===== config.mk =====
export PLATFORM = sky130hd
export DESIGN_NAME = peak_code_tuner
export DESIGN_NICKNAME = d
export VERILOG_FILES = /design/src/rtl/ptune_pkg.sv /design/src/rtl/ptune_cfg_reg.sv /design/src/rtl/ptune_load_latch.sv /design/src/rtl/ptune_step_engine.sv /design/src/rtl/peak_code_tuner.sv
export SDC_FILE = /design/constraint.sdc
export NUM_CORES = 1
export LEC_CHECK = 0
export ABC_CLOCK_PERIOD_IN_PS = 2200
export BUFFER_PORTS_ARGS = -buffer_cell sky130_fd_sc_hd__buf_2
export CAP_MARGIN = 20
export CORE_ASPECT_RATIO = 1.4
export CORE_MARGIN = 2
export CORE_UTILIZATION = 30
export DETAILED_ROUTE_END_ITERATION = 8
export MAX_ROUTING_LAYER = met4
export PLACE_DENSITY_LB_ADDON = 0.3
export SYNTH_ARGS = -nofsm -noshare
export SYNTH_HDL_FRONTEND = slang
export SYNTH_HIERARCHICAL = 1
export SYNTH_SLANG_ARGS = --single-unit

===== constraint.sdc =====
create_clock -name clk -period 2.2 [get_ports clk]
set_input_delay 0.33 -clock clk [delete_from_list [all_inputs] [get_ports clk]]
set_output_delay 0.33 -clock clk [all_outputs]
set_load 0.01 [all_outputs]

===== src/rtl/ptune_pkg.sv =====
// Shared widths, field positions and helpers for the peak-code tuner.
// Assumes a 7-bit percentage scale where only 1..100 carry meaning.
package ptune_pkg;
    localparam int PCT_W       = 7;
    localparam int CODE_W      = 3;
    localparam int PCT_MAX     = 100;
    localparam int CFG_MTR_BIT = 0;
    localparam int CFG_ADP_BIT = 4;
    localparam int CFG_LO_LSB  = 8;
    localparam int CFG_HI_LSB  = 16;
    localparam int ST_CODE_LSB = 8;

    typedef struct packed {
        logic [PCT_W-1:0] hi_thr;
        logic [PCT_W-1:0] lo_thr;
        logic             adapt_en;
        logic             mtr_en;
    } tune_cfg_t;

    // True when a percentage value lies in the meaningful range 1..100.
    function automatic logic pct_in_range(input logic [PCT_W-1:0] v);
        return (v != '0) && (v <= PCT_W'(PCT_MAX));
    endfunction
endpackage


===== src/rtl/ptune_cfg_reg.sv =====
// Configuration register: stores the enable bits and both thresholds.
// Assumes one write per strobe; unused bit positions are dropped on write.
module ptune_cfg_reg
    import ptune_pkg::*;
(
    input  logic        clk,
    input  logic        rst_n,
    input  logic        we,
    input  logic [31:0] wdata,
    output tune_cfg_t   cfg,
    output logic [31:0] rdata
);
    // Capture the written fields, clear on reset.
    always_ff @(posedge clk) begin
        if (!rst_n) begin
            cfg <= '0;
        end else if (we) begin
            cfg.mtr_en   <= wdata[CFG_MTR_BIT];
            cfg.adapt_en <= wdata[CFG_ADP_BIT];
            cfg.lo_thr   <= wdata[CFG_LO_LSB +: PCT_W];
            cfg.hi_thr   <= wdata[CFG_HI_LSB +: PCT_W];
        end
    end

    // Rebuild the word with the fields in their fixed positions.
    always_comb begin
        rdata = '0;
        rdata[CFG_MTR_BIT]            = cfg.mtr_en;
        rdata[CFG_ADP_BIT]            = cfg.adapt_en;
        rdata[CFG_LO_LSB +: PCT_W]    = cfg.lo_thr;
        rdata[CFG_HI_LSB +: PCT_W]    = cfg.hi_thr;
    end
endmodule


===== src/rtl/ptune_load_latch.sv =====
// Latches load readings while the meter path is enabled and flags the
// readings that may drive adaptation (in range 1..100).
module ptune_load_latch
    import ptune_pkg::*;
(
    input  logic             clk,
    input  logic             rst_n,
    input  logic             mtr_en,
    input  logic             load_valid,
    input  logic [PCT_W-1:0] load_pct,
    output logic [PCT_W-1:0] load_q,
    output logic             sample_ok
);
    logic take;
    assign take      = load_valid && mtr_en;
    assign sample_ok = take && pct_in_range(load_pct);

    // Hold the last accepted reading for status.
    always_ff @(posedge clk) begin
        if (!rst_n)    load_q <= '0;
        else if (take) load_q <= load_pct;
    end

    p_meter_off_hold_r3: assert property (@(posedge clk) disable iff (!rst_n)
        (!(load_valid && mtr_en)) |=> $stable(load_q));
endmodule


===== src/rtl/ptune_step_engine.sv =====
// Hysteretic code stepper. It tracks the software code while adaptive mode
// is off. In adaptive mode it moves one step per usable sample, subject to
// the thresholds and a spacing of STEP_GAP samples between steps.
module ptune_step_engine
    import ptune_pkg::*;
#(
    parameter int STEP_GAP = 4
) (
    input  logic              clk,
    input  logic              rst_n,
    input  logic              adapt_en,
    input  logic [PCT_W-1:0]  lo_thr,
    input  logic [PCT_W-1:0]  hi_thr,
    input  logic              sample_ok,
    input  logic [PCT_W-1:0]  load_pct,
    input  logic [CODE_W-1:0] sw_code,
    output logic [CODE_W-1:0] hw_code
);
    localparam int GAP_W = (STEP_GAP > 1) ? $clog2(STEP_GAP) : 1;
    localparam logic [GAP_W-1:0]  GAP_FULL = GAP_W'(STEP_GAP - 1);
    localparam logic [CODE_W-1:0] CODE_TOP = '1;

    logic [GAP_W-1:0] gap_cnt;
    logic lo_on, hi_on, order_bad, want_up, want_dn, take_step;

    // Decode threshold validity and the direction a sample asks for.
    always_comb begin
        lo_on     = pct_in_range(lo_thr);
        hi_on     = pct_in_range(hi_thr);
        order_bad = lo_on && hi_on && (lo_thr > hi_thr);
        want_up   = hi_on && (load_pct > hi_thr) && (hw_code != CODE_TOP);
        want_dn   = lo_on && (load_pct < lo_thr) && (hw_code != '0);
        take_step = sample_ok && !order_bad && (gap_cnt == GAP_FULL)
                    && (want_up || want_dn);
    end

    // Code register and spacing counter.
    always_ff @(posedge clk) begin
        if (!rst_n) begin
            hw_code <= '0;
            gap_cnt <= GAP_FULL;
        end else if (!adapt_en) begin
            hw_code <= sw_code;
            gap_cnt <= GAP_FULL;
        end else if (take_step) begin
            hw_code <= want_up ? hw_code + 1'b1 : hw_code - 1'b1;
            gap_cnt <= '0;
        end else if (sample_ok && gap_cnt != GAP_FULL) begin
            gap_cnt <= gap_cnt + 1'b1;
        end
    end

    p_single_step_r5: assert property (@(posedge clk) disable iff (!rst_n)
        (adapt_en && $past(adapt_en) && hw_code != $past(hw_code)) |->
        ((int'(hw_code) - int'($past(hw_code)) == 1) ||
         (int'($past(hw_code)) - int'(hw_code) == 1)));

    p_no_sample_hold_r10: assert property (@(posedge clk) disable iff (!rst_n)
        (adapt_en && !sample_ok) |=> $stable(hw_code));

    p_inverted_freeze_r7: assert property (@(posedge clk) disable iff (!rst_n)
        (adapt_en && pct_in_range(lo_thr) && pct_in_range(hi_thr)
         && lo_thr > hi_thr) |=> $stable(hw_code));

    p_enable_start_r8: assert property (@(posedge clk) disable iff (!rst_n)
        $rose(adapt_en) |-> (hw_code == $past(sw_code)));
endmodule


===== src/rtl/peak_code_tuner.sv =====
// Top of the adaptive peak-current code controller. It joins the
// configuration register, the load latch and the step engine, and forms
// the applied code and the status word.
module peak_code_tuner
    import ptune_pkg::*;
#(
    parameter int STEP_GAP = 4
) (
    input  logic              clk,
    input  logic              rst_n,
    input  logic              cfg_we,
    input  logic [31:0]       cfg_wdata,
    output logic [31:0]       cfg_rdata,
    input  logic [CODE_W-1:0] sw_code,
    input  logic              load_valid,
    input  logic [PCT_W-1:0]  load_pct,
    output logic [31:0]       status_word,
    output logic [CODE_W-1:0] applied_code
);
    tune_cfg_t         cfg;
    logic [PCT_W-1:0]  load_q;
    logic              sample_ok;
    logic [CODE_W-1:0] hw_code;

    ptune_cfg_reg u_cfg (
        .clk   (clk),
        .rst_n (rst_n),
        .we    (cfg_we),
        .wdata (cfg_wdata),
        .cfg   (cfg),
        .rdata (cfg_rdata)
    );

    ptune_load_latch u_load (
        .clk        (clk),
        .rst_n      (rst_n),
        .mtr_en     (cfg.mtr_en),
        .load_valid (load_valid),
        .load_pct   (load_pct),
        .load_q     (load_q),
        .sample_ok  (sample_ok)
    );

    ptune_step_engine #(.STEP_GAP(STEP_GAP)) u_step (
        .clk       (clk),
        .rst_n     (rst_n),
        .adapt_en  (cfg.adapt_en),
        .lo_thr    (cfg.lo_thr),
        .hi_thr    (cfg.hi_thr),
        .sample_ok (sample_ok),
        .load_pct  (load_pct),
        .sw_code   (sw_code),
        .hw_code   (hw_code)
    );

    // Select the code in force and pack the status word.
    always_comb begin
        applied_code = cfg.adapt_en ? hw_code : sw_code;
        status_word  = '0;
        status_word[ST_CODE_LSB +: CODE_W] = applied_code;
        status_word[0 +: PCT_W]            = load_q;
    end

    p_passthrough_r4: assert property (@(posedge clk) disable iff (!rst_n)
        (!cfg_rdata[CFG_ADP_BIT]) |-> (status_word[ST_CODE_LSB +: CODE_W] == sw_code));
endmodule


* Yosys cells after proc, flatten, opt, wreduce, memory -nomap -nowiden
Index checks and enable logic that the tools add are counted.
** Word-level totals
- Flip-flop bits (word level) :: 28
- Output and inout port bits :: 67
- Logic and storage cells :: 49
- Bits of input ports :: 46
** Operators by class
- Reduce and logical (&&, ||, !) cells :: 23
- $lt $le $gt $ge :: 6
- Multiplexer cells :: 6
- Add/subtract/negate cells :: 3
- Equality and inequality tests :: 4
** Operators with widths (count)
- <= comparator 7 bit, second input constant :: 3
- nonzero test 7 bit :: 3
- logical AND 1 bit :: 15
- greater-than comparator 7 bit :: 2
- 2-to-1 mux 3 bit :: 4
- < comparator 7 bit :: 1
- 2-to-1 mux 2 bit :: 2
- adder 3 x 1 -> 3 bit, second input constant :: 1
- != test 3 bit, second input constant :: 1
- nonzero test 3 bit :: 1
- subtractor 3 x 1 -> 3 bit, second input constant :: 1
- adder 2 x 1 -> 2 bit, second input constant :: 1
- == test 2 bit, second input constant :: 1
- != test 2 x 1 -> 1 bit, second input constant :: 1
- != test 2 bit, second input constant :: 1
- AND reduction 2 bit :: 1
- nonzero test 2 bit :: 1
- zero test 1 bit :: 1
- logical OR 1 bit :: 1

* Depth between registers and ports, before layout
Gate-level depths: netlist (run 1).
- Depth in word-level cells :: 10
- Mapped depth :: 12
- Gate-level depth less buffers :: 12

* Cells and area by module
The synthesis (run 1) kept the hierarchy.
** Modules (own cells, without submodules)
- ptune_step_engine :: area each 883.3 um2, cells an instance 112, instances 1, seq. area each 100.1 um2
- ptune_cfg_reg :: area each 859.6 um2, cells an instance 84, instances 1, seq. area each 320.3 um2
- ptune_load_latch :: area each 326.6 um2, cells an instance 38, instances 1, seq. area each 140.1 um2
- peak_code_tuner :: area each 225.2 um2, cells an instance 29, instances 1, seq. area each 0.0 um2

* Least setup slack after synthesis (run 1)
OpenSTA, ideal clock, no wires.
- Path kind :: register to register
- From :: reg u_cfg/cfg[10] (netlist name)
- To :: reg u_step.hw_code[2]
- Library setup time :: 0.135 ns
- Stages on the path, launching flop included :: 12
- Data required time :: 2.065 ns
- Path buffers :: 0
- Period minus slack after synthesis :: 2.335 ns
- Arrival :: 2.201 ns
- Setup slack :: -0.135 ns
- Cells stage by stage :: dfxtp_1 > inv_1 > ha_1 > nor2b_1 > o21ai_0 > a21oi_1 > o311a_1 > inv_1 > fa_1 > nor3b_1 > a311oi_1 > o211ai_1
** Between the ends
- Cells in the longest elaborated chain, start to end :: 9
- Elaborated cells on any way between the ends :: 18
- Those cells by class :: order compare: 3; eq/ne: 1; mux: 3; reduce/logical: 11
** RTL lines
- <= comparator 7 bit / nonzero test 7 bit (equally long branches) :: line ptune_pkg.sv:22 : return (v != '0) && (v <= PCT_W'(PCT_MAX));
- logical AND 1 bit :: line ptune_pkg.sv:22
- logical AND 1 bit (2 in series) :: line ptune_step_engine.sv:30 : order_bad = lo_on && hi_on && (lo_thr > hi_thr);
- zero test 1 bit :: line ptune_step_engine.sv:33 : take_step = sample_ok && !order_bad && (gap_cnt == GAP_FULL)
- logical AND 1 bit (2 in series) :: line ptune_step_engine.sv:33
- logical AND 1 bit :: line ptune_step_engine.sv:34 : && (want_up || want_dn);
- != test 2 x 1 -> 1 bit (no line)
- to (signal assigned) :: line ptune_step_engine.sv:43 : hw_code <= sw_code;
- to (signal assigned) :: line ptune_step_engine.sv:46 : hw_code <= want_up ? hw_code + 1'b1 : hw_code - 1'b1;
- to (decl) :: line ptune_step_engine.sv:17 : output logic [CODE_W-1:0] hw_code
Several ways; a longest one is shown, not always the timed one. The select of a mux whose other input is x is not followed.
A chain may end at the register's enable or synchronous reset.

* Worst setup path after layout (run 1)
- From :: reg u_cfg/cfg[10] (netlist name)
- To :: reg u_step.gap_cnt[1]
** Between the ends
- Cells in the longest elaborated chain, start to end :: 9
- Elaborated cells on any way between the ends :: 16
- Those cells by class :: order compare: 3; mux: 1; reduce/logical: 12
** RTL lines
- <= comparator 7 bit / nonzero test 7 bit (equally long branches) :: line ptune_pkg.sv:22
- logical AND 1 bit :: line ptune_pkg.sv:22
- logical AND 1 bit (2 in series) :: line ptune_step_engine.sv:30
- zero test 1 bit :: line ptune_step_engine.sv:33
- logical AND 1 bit (2 in series) :: line ptune_step_engine.sv:33
- logical AND 1 bit (*) :: line ptune_step_engine.sv:34
- 2-to-1 mux 2 bit / nonzero test 2 bit (equally long branches)
- to (signal assigned) :: line ptune_step_engine.sv:49 : gap_cnt <= gap_cnt + 1'b1;
- to (decl) :: line ptune_step_engine.sv:23 : logic [GAP_W-1:0] gap_cnt;
Every way passes the cells marked *; elsewhere a longest branch is shown, timed or not.

==> results.txt, run 1 <==
outcome: finished, violations left
failing checks: negative setup slack
FMAX: 448 MHz
Final Slew Violations: 0
RD Place Congestion: 0.771
clock skew: 0.00705 ns
vias in the first global route: 1765
Worst Hold Class: in2reg
vias: 1857
Seq/Total Area, Yosys: 0.244
Crit path largest cell delay: 0.36 ns
area growth from synthesis to final layout: 23.7%
EDFF count, synth: 0
Cell variety after synth: 46
Ant. Diodes: 0
Critical Path Sink Type: flop
DP HPWL: 4250 µm
TritonCTS Buffers: 3
Pleak: 1.34 nW
Post-DRT Antenna Nets: 0
antenna violations before repair: 0
layout filler cell count: 798
layout cell share with drive strength beyond 1: 0.446
CP Launch Type: flop
unrepaired setup endpoints after global routing: yes
largest net degree at the start of global routing: 31
final net count: 396
critical path class: reg2reg
die area: 8370 µm²
Main synth FF type: dfxtp_1
Worst EP arrival: 2.41 ns
Core Util, Final: 0.383
pre-CTS setup slack: -0.187 ns
Pre-antenna DRT Iters: 4
die outline width: 77.9 µm
maximum fanout along the worst path: 4
CP max-delay cell: dfxtp_2
drt drc: 0
Post-Synthesis Cells: 263
drt via density: 4.38
top cell type's share of synthesized area: 0.244
final hold vios: 0
syn_area_per_cell: 8.73 µm²
# rows: 37
Post-synth top cells: 58 x buf_4, 28 x dfxtp_1, 21 x ha_1
Post-CTS Hold Fix Bufs: 0
clock latency on the worst-skew pair: 0.27 ns
Sinks on Clock Net: 28
H-tree levels: 1
area leader, netlist: dfxtp_1
critical path data required time: 2.38 ns
Ports: 113
crit path setup slack, layout: -0.0338 ns
aggregate global routing overflow: 0
yosys warns: 6
Pwr Total: 1.32 mW
Starting Density: 0.310
max-cap check violation count: 0
count of final setup violators: 2
chip height: 107 µm
pwr dens: 465 nW/µm²
Final period util: 1.02
post-place instance area: 2670 µm²
DRT iter0 DRCs: 33
final wirelength: 5130 µm
core area: 7410 µm²
crit path time final: 2.23 ns
Worst-path clk slew: 0.10 ns
WL per Instance: 12.1 µm
post-synthesis register bit count: 28
fraction of synthesis flops using an asynchronous set or reset pin: 0
Max Buffers Root-to-Sink: 2
Hold WS: 0.308 ns
global-route wire length before repair: 8230 µm
Critical Path, Cell by Cell: inv_2 > ha_4 > nor2b_1 > o21ai_1 > a21oi_1 > o311a_1 > buf_4 > o2111a_2 > o21a_1 > a211o_1
Inst Count DP: 419
VDD IR max: 0.270 mV
final instance area: 2840 µm²
Fin Setup TNS: -0.0520 ns
GRT Util Overall: 0.127
most common cell in the synthesized netlist: buf_4
Root Driver: clkbuf_8
Final Non-Filler Cells: 424
Syn Std Cell Area: 2290 µm²
CTS tree: built
Port Buffer Count: 58
ranking of synthesized cells by area: dfxtp_1 24%, buf_4 19%, ha_1 11%
## worst max-delay path, delay by kind of cell, from the launching register on
| family | cells | cell delay, ns |
|---|---|---|
| AO/OA/AOI/OAI | 6 | 1.22 |
| adder cells (fa/ha/maj) | 1 | 0.23 |
| AND/OR/NAND/NOR | 1 | 0.12 |
| buffers and inverters | 2 | 0.22 |
| flip-flops | 1 | 0.36 |
## metal layers
| layer | wire, µm | track usage | vias up |
|---|---|---|---|
| li1 | - | - | 941 |
| met1 | 2110 | 0.144 | 862 |
| met2 | 2780 | 0.235 | 52 |
| met3 | 206 | 0.0193 | 2 |
| met4 | 26 | 0.0301 | 0 |
| met5 | 0 | - | - |
## cell type report
cell class | count | area, µm² | area share
Clock buffer | 4 | 55.1 | 0.0194
Inverter | 17 | 63.8 | 0.0225
Multi-Input combinational cell | 190 | 1500 | 0.528
Sequential cell | 28 | 581 | 0.204
Tap cell | 97 | 121 | 0.0428
Timing Repair Buffer | 88 | 519 | 0.183
## sequential cells by signal, summed over array words and instances, names as in the netlist
signal / count
u_load/load_q: 7
u_step/hw_code: 3
u_cfg/cfg: 16
u_step/gap_cnt: 2
## placed cells by master (no fill, tap or decap), types with 2 or more instances in the layout
cell type / count
nand3_1: 11
a311oi_2: 2
buf_4: 29
clkbuf_8: 4
nand4_1: 4
ha_1: 12
a21o_1: 3
conb_1: 38
nor2b_1: 17
mux2_2: 3
a21boi_1: 7
dfxtp_2: 13
a21oi_1: 5
ha_4: 9
nor2_4: 2
a21oi_2: 2
nor3_1: 5
inv_2: 8
inv_1: 9
nor2_1: 8
mux2i_1: 18
a211oi_2: 4
o21ai_0: 3
nand2_1: 10
buf_2: 58
dfxtp_1: 14
o21ai_1: 3
## logic make-up (layout without fill, tap and decap cells)
logic type	count (synthesis)	in the layout	synth area share
buf+inv	81	109	0.242
simple gates	66	66	0.160
compound gates	41	41	0.127
flops	28	28	0.244
fa+ha+maj	22	22	0.123
mux	21	21	0.0932
other cells	2	38	0.00327
xor+xnor	2	2	0.00763
## report_power, final
group	switching, mW	internal (mW)
logic	0.220	0.209
clock network	0.162	0.160
registers	0.0354	0.535
## what timing repair did
item / in CTS / in global routing
endpoints found under the setup margin: 5 / 5
pin swaps: 8 / 5
gates resized for setup: 20 / 8
cloned: 0 / 0
setup buffers: 1 / 0
## worst paths after layout
kind	startpoint	endpoint	slack [ns]	cells after the start
worst max-delay path	u_cfg/cfg[10]	u_step/gap_cnt[1]	-0.03	10
worst max register to register	u_cfg/cfg[10]	u_step/gap_cnt[1]	-0.03	10
worst min-delay path	cfg_wdata[9]	u_cfg/cfg[3]	0.31	3
worst min register to register	u_load/load_q[4]	u_load/load_q[4]	0.46	2
Power figures use the tool's default switching activity.
==> run 2, diff against run 1 <==
ABC_CLOCK_PERIOD_IN_PS = 2400   (was 2200)
clock period = 2.4 ns   (was 2.2 ns; I/O delays follow)
==> run 2 against run 1 <==
  * The run now ends clean
  * Setup slack improved by 0.091 ns
  * Fmax decreased by 4.6%
  * Sequential power decreased by 8.8%
  * Non-clock buffer count decreased by 9
  * Cell count decreased by 2.4%
==> results.txt, run 2 (synthesis results as in run 1) <==
clock skew: 0.00215 ns
Port Buffer Count: 58
vias in the first global route: 1695
Final Slew Violations: 0
layout cell share with drive strength beyond 1: 0.363
max reg flops: 16
clock latency on the worst-skew pair: 0.27 ns
critical path data required time: 2.56 ns
post-place instance area: 2490 µm²
antenna violations before repair: 0
Ant. Diodes: 0
CP Launch Type: flop
Critical Path Sink Type: flop
vias: 1810
register area: 571 µm²
Max Buffers Root-to-Sink: 2
chip height: 107 µm
worst setup path start: u_cfg/cfg[10]
commonest cells after routing, fill and taps aside: 58 x buf_2, 38 x conb_1, 21 x buf_4
unrepaired setup endpoints after global routing: yes
Worst EP arrival: 2.50 ns
final wirelength: 5120 µm
Post-DRT Antenna Nets: 0
drt drc: 0
Hold WS: 0.337 ns
die outline width: 77.9 µm
Most flops, register: u_cfg/cfg
# rows: 37
WL per Instance: 12.4 µm
aggregate global routing overflow: 0
GRT Util Overall: 0.125
hold path start: cfg_wdata[12]
area growth from synthesis to final layout: 16.7%
outcome: finished, final reports clean
global-route wire length before repair: 7960 µm
die area: 8370 µm²
final instance area: 2680 µm²
Starting Density: 0.310
DRT iter0 DRCs: 35
crit path time final: 2.34 ns
Worst-path clk slew: 0.09 ns
final net count: 387
RD Place Congestion: 0.819
CTS tree: built
FMAX: 427 MHz
maximum fanout along the worst path: 4
Ports: 113
largest net degree at the start of global routing: 31
Root Driver: clkbuf_8
Worst Hold Class: in2reg
max-cap check violation count: 0
core area: 7410 µm²
DP HPWL: 4190 µm
Pre-antenna DRT Iters: 3
final hold vios: 0
Sinks on Clock Net: 28
pwr dens: 428 nW/µm²
H-tree levels: 1
layout filler cell count: 821
TritonCTS Buffers: 3
Final period util: 0.976
count of final setup violators: 0
drt via density: 4.37
largest registers: u_cfg/cfg: 16 flops, u_load/load_q: 7 flops, u_step/hw_code: 3 flops
Critical R2R Launch: u_cfg/cfg[10]
leading cell type in the layout, fill and taps excluded: buf_2
multi-input logic area: 1430 µm²
Pleak: 1.27 nW
VDD IR max: 0.200 mV
Fin Setup TNS: 0 ns
critical path class: reg2reg
Post-CTS Hold Fix Bufs: 0
==> run 2: cell types whose count changed in the layout (fill, tap and decap cells not counted), moves of 4 or more <==
cell | before | now
a211oi_1 | 1 | 5
a211oi_2 | 4 | 0
buf_4 | 29 | 21
dfxtp_1 | 14 | 20
dfxtp_2 | 13 | 8
inv_1 | 9 | 13
inv_2 | 8 | 4
==> run 2: layout make-up <==
cell class / instances / area share
tap: 97 / 0.0453
inverter: 17 / 0.0238
multi-input combinational: 190 / 0.535
timing repair buffer: 79 / 0.167
clock buffer: 3 / 0.0154
sequential: 28 / 0.213
==> run 2: repair_timing <==
action                                  CTS  global route
buffers inserted                          0             3
pin swaps                                 1             8
endpoints found under the setup margin    2             4
resized for setup                         2            25
==> run 2: path summary, 6_finish.rpt <==
path	end	slack (ns)	depth (start not counted)
max	u_step/hw_code[2]	0.06	11
min	u_cfg/cfg[6]	0.34	3
max reg2reg	u_step/hw_code[2]	0.06	11
min reg2reg	u_load/load_q[4]	0.46	2
==> run 2: critical path, stage by stage, from the launching register on <==
cell and delay [ns]:
dfxtp_2 0.35, inv_2 0.05, ha_4 0.26, nor2b_4 0.12
o21ai_1 0.06, a21oi_1 0.13, o311a_1 0.25, inv_2 0.06
fa_2 0.38, nor3b_1 0.15, a311oi_1 0.29, o211ai_1 0.12
==> run 2: where the power goes <==
part / switching, mW / total [mW] / leakage, nW / internal, mW
Sequential: 0.0302 / 0.520 / 0.233 / 0.489
Combinational: 0.192 / 0.364 / 1.02 / 0.173
Clock: 0.148 / 0.261 / 0.0216 / 0.113
==> run 2: per-layer routing <==
layer,part of all wire,track usage
met1,0.40,0.138
met2,0.55,0.231
met3,0.049,0.0218
met4,0.0045,0.0338
met5,0,-
==> run 2: through the flow <==
stage                     instances  setup WS, ns  utilization  total power [mW]
after global placement          408        -0.145        0.336             0.855
after CTS                       411       0.00262        0.342              1.13
after floorplan                 299        0.0649            -             0.805
after global routing            414       -0.0303        0.361              1.23
after detailed placement        408        -0.149        0.336             0.859
final                           414        0.0576        0.361              1.14
